==> config.mk <==
export PLATFORM = sky130hd
export DESIGN_NAME = wdog_timer
export DESIGN_NICKNAME = d
export VERILOG_FILES = /design/src/rtl/wdog_pkg.sv /design/src/rtl/wdog_tickgen.sv /design/src/rtl/wdog_chain.sv /design/src/rtl/wdog_tap.sv /design/src/rtl/wdog_timer.sv
export SDC_FILE = /design/constraint.sdc
export NUM_CORES = 1
export LEC_CHECK = 0
export CAP_MARGIN = 20
export CORE_MARGIN = 2
export CORE_UTILIZATION = 50
export CTS_BUF_LIST = sky130_fd_sc_hd__clkbuf_16
export CTS_CLUSTER_DIAMETER = 200
export DETAILED_ROUTE_END_ITERATION = 8
export DONT_BUFFER_PORTS = 1
export GPL_TIMING_DRIVEN = 0
export PLACE_DENSITY = 0.75
export RECOVER_POWER = 100
export SYNTH_ARGS = -nofsm -noshare
export SYNTH_HDL_FRONTEND = slang
export SYNTH_SLANG_ARGS = --single-unit
==> constraint.sdc <==
create_clock -name clk -period 2 [get_ports clk]
set_input_delay 0.3 -clock clk [delete_from_list [all_inputs] [get_ports clk]]
set_output_delay 0.3 -clock clk [all_outputs]
set_load 0.05 [all_outputs]
==> src/rtl/wdog_pkg.sv <==
package wdog_pkg;
  typedef enum logic {SRC_SYSDIV = 1'b0, SRC_OSC = 1'b1} wd_src_e;

  // ticks from clear to time-out for a given prescaler width and tap
  function automatic int unsigned tmo_ticks(input int unsigned pre_w,
                                            input int unsigned sel);
    return 32'd1 << (pre_w + sel);
  endfunction
endpackage

==> src/rtl/wdog_tickgen.sv <==
module wdog_tickgen #(
  parameter int DIV = 4
) (
  input  logic clk,
  input  logic rst_n,
  input  logic src_osc,
  input  logic osc_tick,
  input  logic halted,
  input  logic clr,
  output logic tick,
  output logic frz
);
  localparam int DW = (DIV > 1) ? $clog2(DIV) : 1;
  localparam logic [DW-1:0] LAST = DW'(DIV - 1);

  logic [DW-1:0] div_q;
  logic          div_end;

  assign frz     = (src_osc == wdog_pkg::SRC_SYSDIV) && halted;
  assign div_end = (div_q == LAST);
  assign tick    = src_osc ? osc_tick : (div_end && !frz);

  always_ff @(posedge clk) begin
    if (!rst_n || clr) div_q <= '0;
    else if (!src_osc && !frz) div_q <= div_end ? '0 : div_q + 1'b1;
  end

  AST_DIV_SPACING: assert property (@(posedge clk) disable iff (!rst_n)
    (!src_osc && tick) |=> !tick);
  AST_FROZEN_NO_TICK: assert property (@(posedge clk) disable iff (!rst_n)
    (frz && !clr) |=> $stable(div_q));
endmodule

==> src/rtl/wdog_chain.sv <==
module wdog_chain #(
  parameter int PRE_W = 8,
  parameter int CNT_W = 7
) (
  input  logic                   clk,
  input  logic                   rst_n,
  input  logic                   tick,
  input  logic                   clr,
  input  logic                   frz,
  output logic [PRE_W+CNT_W-1:0] count
);
  logic [PRE_W-1:0] pre_q;
  logic [CNT_W-1:0] ctr_q;
  logic             pre_wrap;

  assign pre_wrap = &pre_q;
  assign count    = {ctr_q, pre_q};

  always_ff @(posedge clk) begin
    if (!rst_n || clr) begin
      pre_q <= '0;
      ctr_q <= '0;
    end else if (tick) begin
      pre_q <= pre_q + 1'b1;
      if (pre_wrap) ctr_q <= ctr_q + 1'b1;
    end
  end

  AST_CLEAR_ZEROES: assert property (@(posedge clk) disable iff (!rst_n)
    clr |=> (count == '0));
  AST_FREEZE_HOLD: assert property (@(posedge clk) disable iff (!rst_n)
    (frz && !clr) |=> $stable(count));
endmodule

==> src/rtl/wdog_tap.sv <==
module wdog_tap #(
  parameter int PRE_W = 8,
  parameter int CNT_W = 7,
  parameter int SEL_W = 3
) (
  input  logic                   clk,
  input  logic                   rst_n,
  input  logic [PRE_W+CNT_W-1:0] count,
  input  logic [SEL_W-1:0]       sel,
  input  logic                   tick,
  input  logic                   clr,
  input  logic                   halted,
  output logic                   pulse,
  output logic                   warm
);
  localparam int NTAP  = CNT_W + 1;
  localparam int NSLOT = 1 << SEL_W;

  logic [NSLOT-1:0] tap_full;
  logic             fire;

  // tap k is full when the low PRE_W+k bits are all ones
  for (genvar k = 0; k < NSLOT; k++) begin : g_tap
    if (k < NTAP) begin : g_used
      assign tap_full[k] = &count[PRE_W+k-1:0];
    end else begin : g_spare
      assign tap_full[k] = 1'b0;
    end
  end

  assign fire = tick && tap_full[sel] && !clr;

  always_ff @(posedge clk) begin
    if (!rst_n) begin
      pulse <= 1'b0;
      warm  <= 1'b0;
    end else begin
      pulse <= fire;
      warm  <= fire && halted;
    end
  end

  AST_PULSE_SINGLE: assert property (@(posedge clk) disable iff (!rst_n)
    pulse |=> !pulse);
  AST_WARM_WITH_PULSE: assert property (@(posedge clk) disable iff (!rst_n)
    warm |-> pulse);
  AST_CLR_NO_PULSE: assert property (@(posedge clk) disable iff (!rst_n)
    clr |=> !pulse);
endmodule

==> src/rtl/wdog_timer.sv <==
module wdog_timer #(
  parameter  int PRE_W = 8,
  parameter  int CNT_W = 7,
  localparam int SEL_W = $clog2(CNT_W + 1)
) (
  input  logic             clk,
  input  logic             rst_n,
  input  logic             src_osc,
  input  logic             osc_tick,
  input  logic             halted,
  input  logic             sw_clear,
  input  logic [SEL_W-1:0] tap_sel,
  output logic             tmo_pulse,
  output logic             tmo_warm
);
  localparam int CW = PRE_W + CNT_W;

  logic          halt_q;
  logic          halt_rise;
  logic          clr;
  logic          tick;
  logic          frz;
  logic [CW-1:0] count;

  always_ff @(posedge clk) begin
    if (!rst_n) halt_q <= 1'b0;
    else        halt_q <= halted;
  end

  assign halt_rise = halted && !halt_q;
  assign clr       = sw_clear || (halt_rise && src_osc);

  wdog_tickgen #(.DIV(4)) u_tick (
    .clk(clk), .rst_n(rst_n), .src_osc(src_osc), .osc_tick(osc_tick),
    .halted(halted), .clr(clr), .tick(tick), .frz(frz)
  );

  wdog_chain #(.PRE_W(PRE_W), .CNT_W(CNT_W)) u_chain (
    .clk(clk), .rst_n(rst_n), .tick(tick), .clr(clr), .frz(frz),
    .count(count)
  );

  wdog_tap #(.PRE_W(PRE_W), .CNT_W(CNT_W), .SEL_W(SEL_W)) u_tap (
    .clk(clk), .rst_n(rst_n), .count(count), .sel(tap_sel), .tick(tick),
    .clr(clr), .halted(halted), .pulse(tmo_pulse), .warm(tmo_warm)
  );

  AST_HALT_ENTRY_CLEAR: assert property (@(posedge clk) disable iff (!rst_n)
    (halt_rise && src_osc) |=> (count == '0));
  AST_RESET_QUIET: assert property (@(posedge clk)
    !rst_n |=> (!tmo_pulse && !tmo_warm));
endmodule

==> flow_summary.ini, run 1 <==
[outcome]
outcome = finished clean

[synth]
yosysUniqueCellTypes = 31
ys_seq_area_share_pct = 41.2
post_synth.cell_area_avg_um2 = 8.52
netlist_area_um2 = 971
yosys_warnings = 0
synthCells = 114
ys_seq_elements = 20
synth.net_count = 126

[sta]
finalClockSkew_ns = 0.00188
relSlewSlack_pct = 52.1
hold_viol = 0
finalSetupViolations = 0
setup_ws_ns = 0.0805
slew_violations = 0
timing.hold.ws_ns = 0.174
min_period_ns = 1.92
fmaxAchievable_ghz = 0.521
worstMarginPinSlew_ns = 0.713
period_share_pct = 96.0

[die]
die_h_um = 48.1
ios = 11
rows = 15
coreArea_um2 = 1780
start_util_pct = 54.5
die_w_um = 48.1
die-area_um2 = 2310

[setup_path]
path_cells = ha_4, or3b_4, a211o_1, buf_6, buf_4, o31ai_4, a21oi_2
start_kind = flop
cp_data_required_time_ns = 2.11
endpoint_kind = flop
crit_family = compound AO/OA/AOI/OAI gates
crit_fanout = 6
r2r-start = u_tick.div_q[0]
crit_arrival_ns = 2.03
rrSetupSlack_ns = 0.08
worstRegToRegCells = 7
worst-path-buf-inv = 2
worst-setup-path-type = reg -> reg
critPathSlowestCell = or3b_4
endpoint = u_chain.ctr_q[6]
startpoint = u_tick.div_q[0]
path_depth = 7
rr_endpoint = u_chain.ctr_q[6]
slowest_delay_ns = 0.41

[clock_network]
ctsHoldBuffers = 0
cts_made_buffers = 3
clock_sinks = 20
clkTransAtPathRegs_ns = 0.05
clock_latency_ns = 0.25
cts_buffer_depth = 2
cts_root_buffer = clkbuf_16
htree_num_levels = 1
tritoncts = built

[detailed_routing]
ant_nets = 0
avgViaCountPerCell = 5.64
drc = 0
first_pass_iters = 4
wl_mm = 1.96
wl_per_cell_um = 13.5
drt-initial-drc-count = 22
num_vias = 824

[place]
dpl.hpwl_mm = 1.36
place_congestion = 0.740
io_buffers = 0
dp_slack_ns = -0.0913

[worst_hold_path]
hold_path_depth = 1
hold_class = in -> reg

[global_route]
antenna_found_initial = 0
first_global_vias = 725
grt_usage_pct = 19.4
grt_overflow = 0
grt_pass1_wl_mm = 3.01
grt_max_degree = 11

[power]
irDropWorstVdd_v = 0.000631
p_leak_nw = 0.356
powerDensity_nw_per_um2 = 712

[layout]
area_growth_pct = 19.1
antenna_cells = 0
nets = 135
fillers = 157
drive_above_1_share_pct = 14.0

[run]
timing.max_cap.violations = 0
## synthesized netlist by cell type (all sizes together)
| master | count | share of area [%] |
|---|---|---|
| o21ai | 5 | 2.6 |
| mux2i | 5 | 5.2 |
| nand2 | 10 | 3.9 |
| o31ai | 2 | 1.5 |
| nor4b | 1 | 0.90 |
| a2111oi | 2 | 1.8 |
| a211o | 2 | 1.8 |
| a211oi | 2 | 1.5 |
| inv | 4 | 1.5 |
| or3 | 4 | 2.6 |
| or4 | 2 | 1.5 |
| clkbuf | 2 | 0.77 |
| xor2 | 2 | 1.8 |
| dfxtp | 20 | 41 |
| ha | 3 | 3.9 |
| nand3 | 6 | 3.1 |
| nand4 | 1 | 0.64 |
| nand2b | 1 | 0.64 |
| and2 | 2 | 1.3 |
| nand3b | 1 | 0.77 |
| a221oi | 1 | 0.90 |
| nor2 | 15 | 5.8 |
| nor3b | 1 | 0.77 |
| nor2b | 1 | 0.64 |
| or3b | 1 | 0.90 |
| a31oi | 1 | 0.64 |
| xnor2 | 6 | 5.4 |
| a21oi | 9 | 4.6 |
| buf | 2 | 1.3 |
## registers in the layout, indices dropped and copies added, names as in the netlist
name	flops
u_tap.warm	1
u_chain.ctr_q	7
u_tap.pulse	1
u_chain.pre_q	8
u_tick.div_q	2
halt_q	1
## worst min path at each step
stage               slack, ns    from  endpoint
global placement         0.43  halted    halt_q
CTS                      0.17  halted    halt_q
finish                   0.17  halted    halt_q
floorplan                0.42  halted    halt_q
detailed placement       0.43  halted    halt_q
global route             0.17  halted    halt_q
## logic make-up (layout without fill, tap and decap cells)
logic type / after synthesis / count (layout) / synth area share [%]
muxes: 5 / 5 / 5.15
buffers and inverters: 8 / 15 / 3.61
adders and majority gates: 3 / 3 / 3.87
DFF: 20 / 20 / 41.2
AOI/OAI and AO/OA: 24 / 24 / 15.5
and+or+nand+nor: 46 / 46 / 23.5
xor gates and xnor gates: 8 / 8 / 7.22
## worst register-to-register path, cell delays in order (launching register included)
cell and delay [ns]:
dfxtp_2 0.35, ha_4 0.13, or3b_4 0.41, a211o_1 0.35, buf_6 0.14, buf_4 0.15, o31ai_4 0.18, a21oi_2 0.07
## placed cells by master (no fill, tap or decap), types with 2 or more instances in the layout
cell type	Yosys	routed
a2111oi_0	2	2
a211o_1	2	2
a211oi_1	2	2
a21oi_1	9	7
a21oi_2	0	2
and2_1	2	2
buf_4	1	5
clkbuf_1	2	2
clkbuf_16	0	3
dfxtp_1	20	18
dfxtp_2	0	2
ha_1	3	2
inv_1	4	4
mux2i_1	5	5
nand2_1	10	10
nand3_1	6	6
nor2_1	15	15
o21ai_0	4	3
o21ai_1	1	2
or3_1	4	4
xnor2_1	6	6
xor2_1	2	2
## cell type report
cell class | count | area, µm² | share of cell area [%]
clock buffers | 3 | 75.1 | 6.49
inverters | 4 | 15.0 | 1.30
repair buffers | 5 | 37.5 | 3.25
well taps | 25 | 31.3 | 2.71
flip-flops and latches | 20 | 403 | 34.8
plain buffers | 3 | 18.8 | 1.62
multi-input cells | 86 | 576 | 49.8
## power breakdown
group | leakage (nW) | internal (W) | switching (W) | total (W)
Sequential | 0.162 | 0.000402 | 0.00000192 | 0.000403
Clock | 0.0370 | 0.000263 | 0.000134 | 0.000397
Combinational | 0.156 | 0.00000914 | 0.0000134 | 0.0000226
Total | 0.356 | 0.000674 | 0.000149 | 0.000823
## layer usage
layer / GRT usage [%] / wire length (µm) / up-vias
li1: - / - / 417
met1: 22.5 / 864 / 378
met2: 30.7 / 936 / 25
met3: 9.06 / 134 / 4
met4: 8.11 / 29 / 0
met5: 0 / 0 / -
## metrics by stage
stage / power [W] / std cells / area (µm²) / setup TNS, ns / util, %
final: 0.000823 / 146 / 1160 / 0 / 64.8
after global routing: 0.000856 / 146 / 1160 / -0.00378 / 64.8
after CTS: 0.000834 / 145 / 1120 / 0 / 62.7
after detailed placement: 0.000432 / 139 / 1000 / -0.393 / 56.2
after global placement: 0.000432 / 139 / 1000 / -0.195 / 56.2
after floorplan: 0.000428 / 114 / 971 / 0 / -
## what timing repair did
action / CTS / global route
resized for setup: 7 / 10
pin swaps: 3 / 5
setup endpoints to repair: 6 / 7
setup buffers: 3 / 2
No activity file was read; power rests on OpenSTA's default activity.
==> run 2, diff against run 1 <==
--- a/config.mk
+++ b/config.mk
@@ -8,3 +8,3 @@
 export CAP_MARGIN = 20
-export CORE_MARGIN = 2
+export CORE_MARGIN = 3
 export CORE_UTILIZATION = 50
@@ -17,2 +17,3 @@
 export RECOVER_POWER = 100
+export REMOVE_ABC_BUFFERS = 1
 export SYNTH_ARGS = -nofsm -noshare
==> constraint.sdc (replaced) <==
create_clock -name clk -period 2 [get_ports clk]
set_input_delay 0 -clock clk [delete_from_list [all_inputs] [get_ports clk]]
set_output_delay 0 -clock clk [all_outputs]
set_load 0.05 [all_outputs]
==> flow_summary.ini, run 2 (same netlist as run 1, synthesis figures left out) <==
[outcome]
outcome = finished clean

[detailed_routing]
drt-initial-drc-count = 9
num_vias = 870
wl_per_cell_um = 14.4
drc = 0
ant_nets = 0
first_pass_iters = 4
avgViaCountPerCell = 5.80
wl_mm = 2.16

[die]
die-area_um2 = 2510
start_util_pct = 54.5
ios = 11
die_w_um = 50.1
rows = 15
die_h_um = 50.1
coreArea_um2 = 1780

[clock_network]
clock_latency_ns = 0.25
clock_sinks = 20
htree_num_levels = 1
tritoncts = built
cts_made_buffers = 3
cts_buffer_depth = 2
clkTransAtPathRegs_ns = 0.05
cts_root_buffer = clkbuf_16

[sta]
min_period_ns = 1.97
hold_viol = 0
period_share_pct = 98.6
rsz0062_at_grt = true
worstMarginPinSlew_ns = 0.753
finalClockSkew_ns = 0.00352
relSlewSlack_pct = 49.4
slew_violations = 0
fmaxAchievable_ghz = 0.507
finalSetupViolations = 0

[power]
irDropWorstVdd_v = 0.000473
p_sw_w = 0.000155
powerDensity_nw_per_um2 = 677
p_clk_share_pct = 48.2
switching_share_pct = 18.5
p_leak_nw = 0.387
internal_power_w = 0.000681
p_comb_share_pct = 3.6
seqPwrFrac_pct = 48.2

[layout]
nets = 138
area_growth_pct = 27.2
reg_top3 = u_chain.pre_q (8), u_chain.ctr_q (7), u_tick.div_q (2)
regMostFlops = u_chain.pre_q
antenna_cells = 0
final_cell_mix = dfxtp_1, nor2_1, nand2_1
final_core_util_pct = 69.3
largest_reg_flops = 8
final_common_cell = dfxtp_1
drive_above_1_share_pct = 20.0
stdcell_area_um2 = 1230

[worst_hold_path]
hold_class = in -> reg
hold_path_depth = 3

[setup_path]
slowest_delay_ns = 0.52
crit_fanout = 6
worstRegToRegCells = 5
critPathSlowestCell = or4_4
cp_data_required_time_ns = 2.18
start_kind = flop
worst-setup-path-type = reg -> reg
crit_arrival_ns = 2.15
endpoint_kind = flop
path_cells = ha_4, or3b_4, a211o_4, or4_4, a21oi_2

[place]
postPlaceCellArea_um2 = 993
dpl.hpwl_mm = 1.38
io_buffers = 0
place_congestion = 0.773

[global_route]
first_global_vias = 844
grt_max_degree = 12
grt_overflow = 0
grt_usage_pct = 19.1
grt_pass1_wl_mm = 3.66
antenna_found_initial = 0

[run]
timing.max_cap.violations = 0
run 2: changes by cell type in the layout (fill, tap and decap cells not counted), sizes merged:
| cell | before | now |
|---|---|---|
| buf | 6 | 8 |
| clkinv | 0 | 1 |
| dlygate4sd3 | 0 | 3 |
| clkbuf | 5 | 3 |
run 2: power groups by stage:
stage | logic [W] | clock network, W | registers (W)
6_report | 0.0000297 | 0.000403 | 0.000403
5_1_grt | 0.0000324 | 0.000434 | 0.000403
4_1_cts | 0.0000291 | 0.000412 | 0.000403
3_5_place_dp | 0.0000231 | 0 | 0.000411
3_3_place_gp | 0.0000197 | 0 | 0.000411
2_1_floorplan | 0.0000163 | 0 | 0.000411
run 2: stage by stage:
stage                     power (W)  setup TNS, ns  hold slack [ns]  setup slack (ns)  cells
after CTS                  0.000844              0           0.0350         0.0000118    150
after global routing       0.000870        -0.0542           0.0844           -0.0175    150
after detailed placement   0.000434         -0.587            0.133            -0.244    136
after global placement     0.000431         -0.409            0.128            -0.195    135
final                      0.000836              0           0.0719            0.0286    150
after floorplan            0.000427        -0.0749            0.122           -0.0542    110
run 2: worst paths after layout:
| kind | slack [ns] | from | endpoint |
|---|---|---|---|
| worst max-delay path | 0.03 | u_tick.div_q[0] | u_chain.ctr_q[5] |
| worst min register to register | 0.50 | u_tick.div_q[1] | u_tick.div_q[1] |
| worst max register to register | 0.03 | u_tick.div_q[0] | u_chain.ctr_q[5] |
| worst min-delay path | 0.07 | tap_sel[2] | u_tap.pulse |
run 2: critical path, delay by kind of cell (launching register included):
| family | cells | cell delay, ns |
|---|---|---|
| DFF | 1 | 0.35 |
| AOI/OAI and AO/OA | 2 | 0.50 |
| adders and majority gates | 1 | 0.13 |
| and+or+nand+nor | 2 | 0.93 |
run 2: area by class of cell:
type                    count  area, µm²
flip-flops and latches     20        403
clock inverters             1       3.75
clock buffers               3       75.1
inverters                   4       15.0
well taps                  25       31.3
fillers                   145        548
repair buffers             11        106
multi-input cells          86        601
run 2: timing repair:
item / CTS / global route
endpoints found under the setup margin: 5 / 7
setup buffers: 7 / 0
endpoints found under the hold margin: 3 / 0
hold buffers: 3 / 0
pin swaps: 1 / 5
resized for setup: 4 / 14
cloned: 0 / 0
run 2: layer usage:
| metal | share of wire, % | track usage (%) | vias to the layer above |
|---|---|---|---|
| met4 | 1.3 | 8.76 | 0 |
| met5 | 0 | 0 | - |
| met3 | 6.0 | 6.34 | 4 |
| met2 | 48 | 29.8 | 17 |
| li1 | - | - | 426 |
| met1 | 45 | 23.4 | 423 |
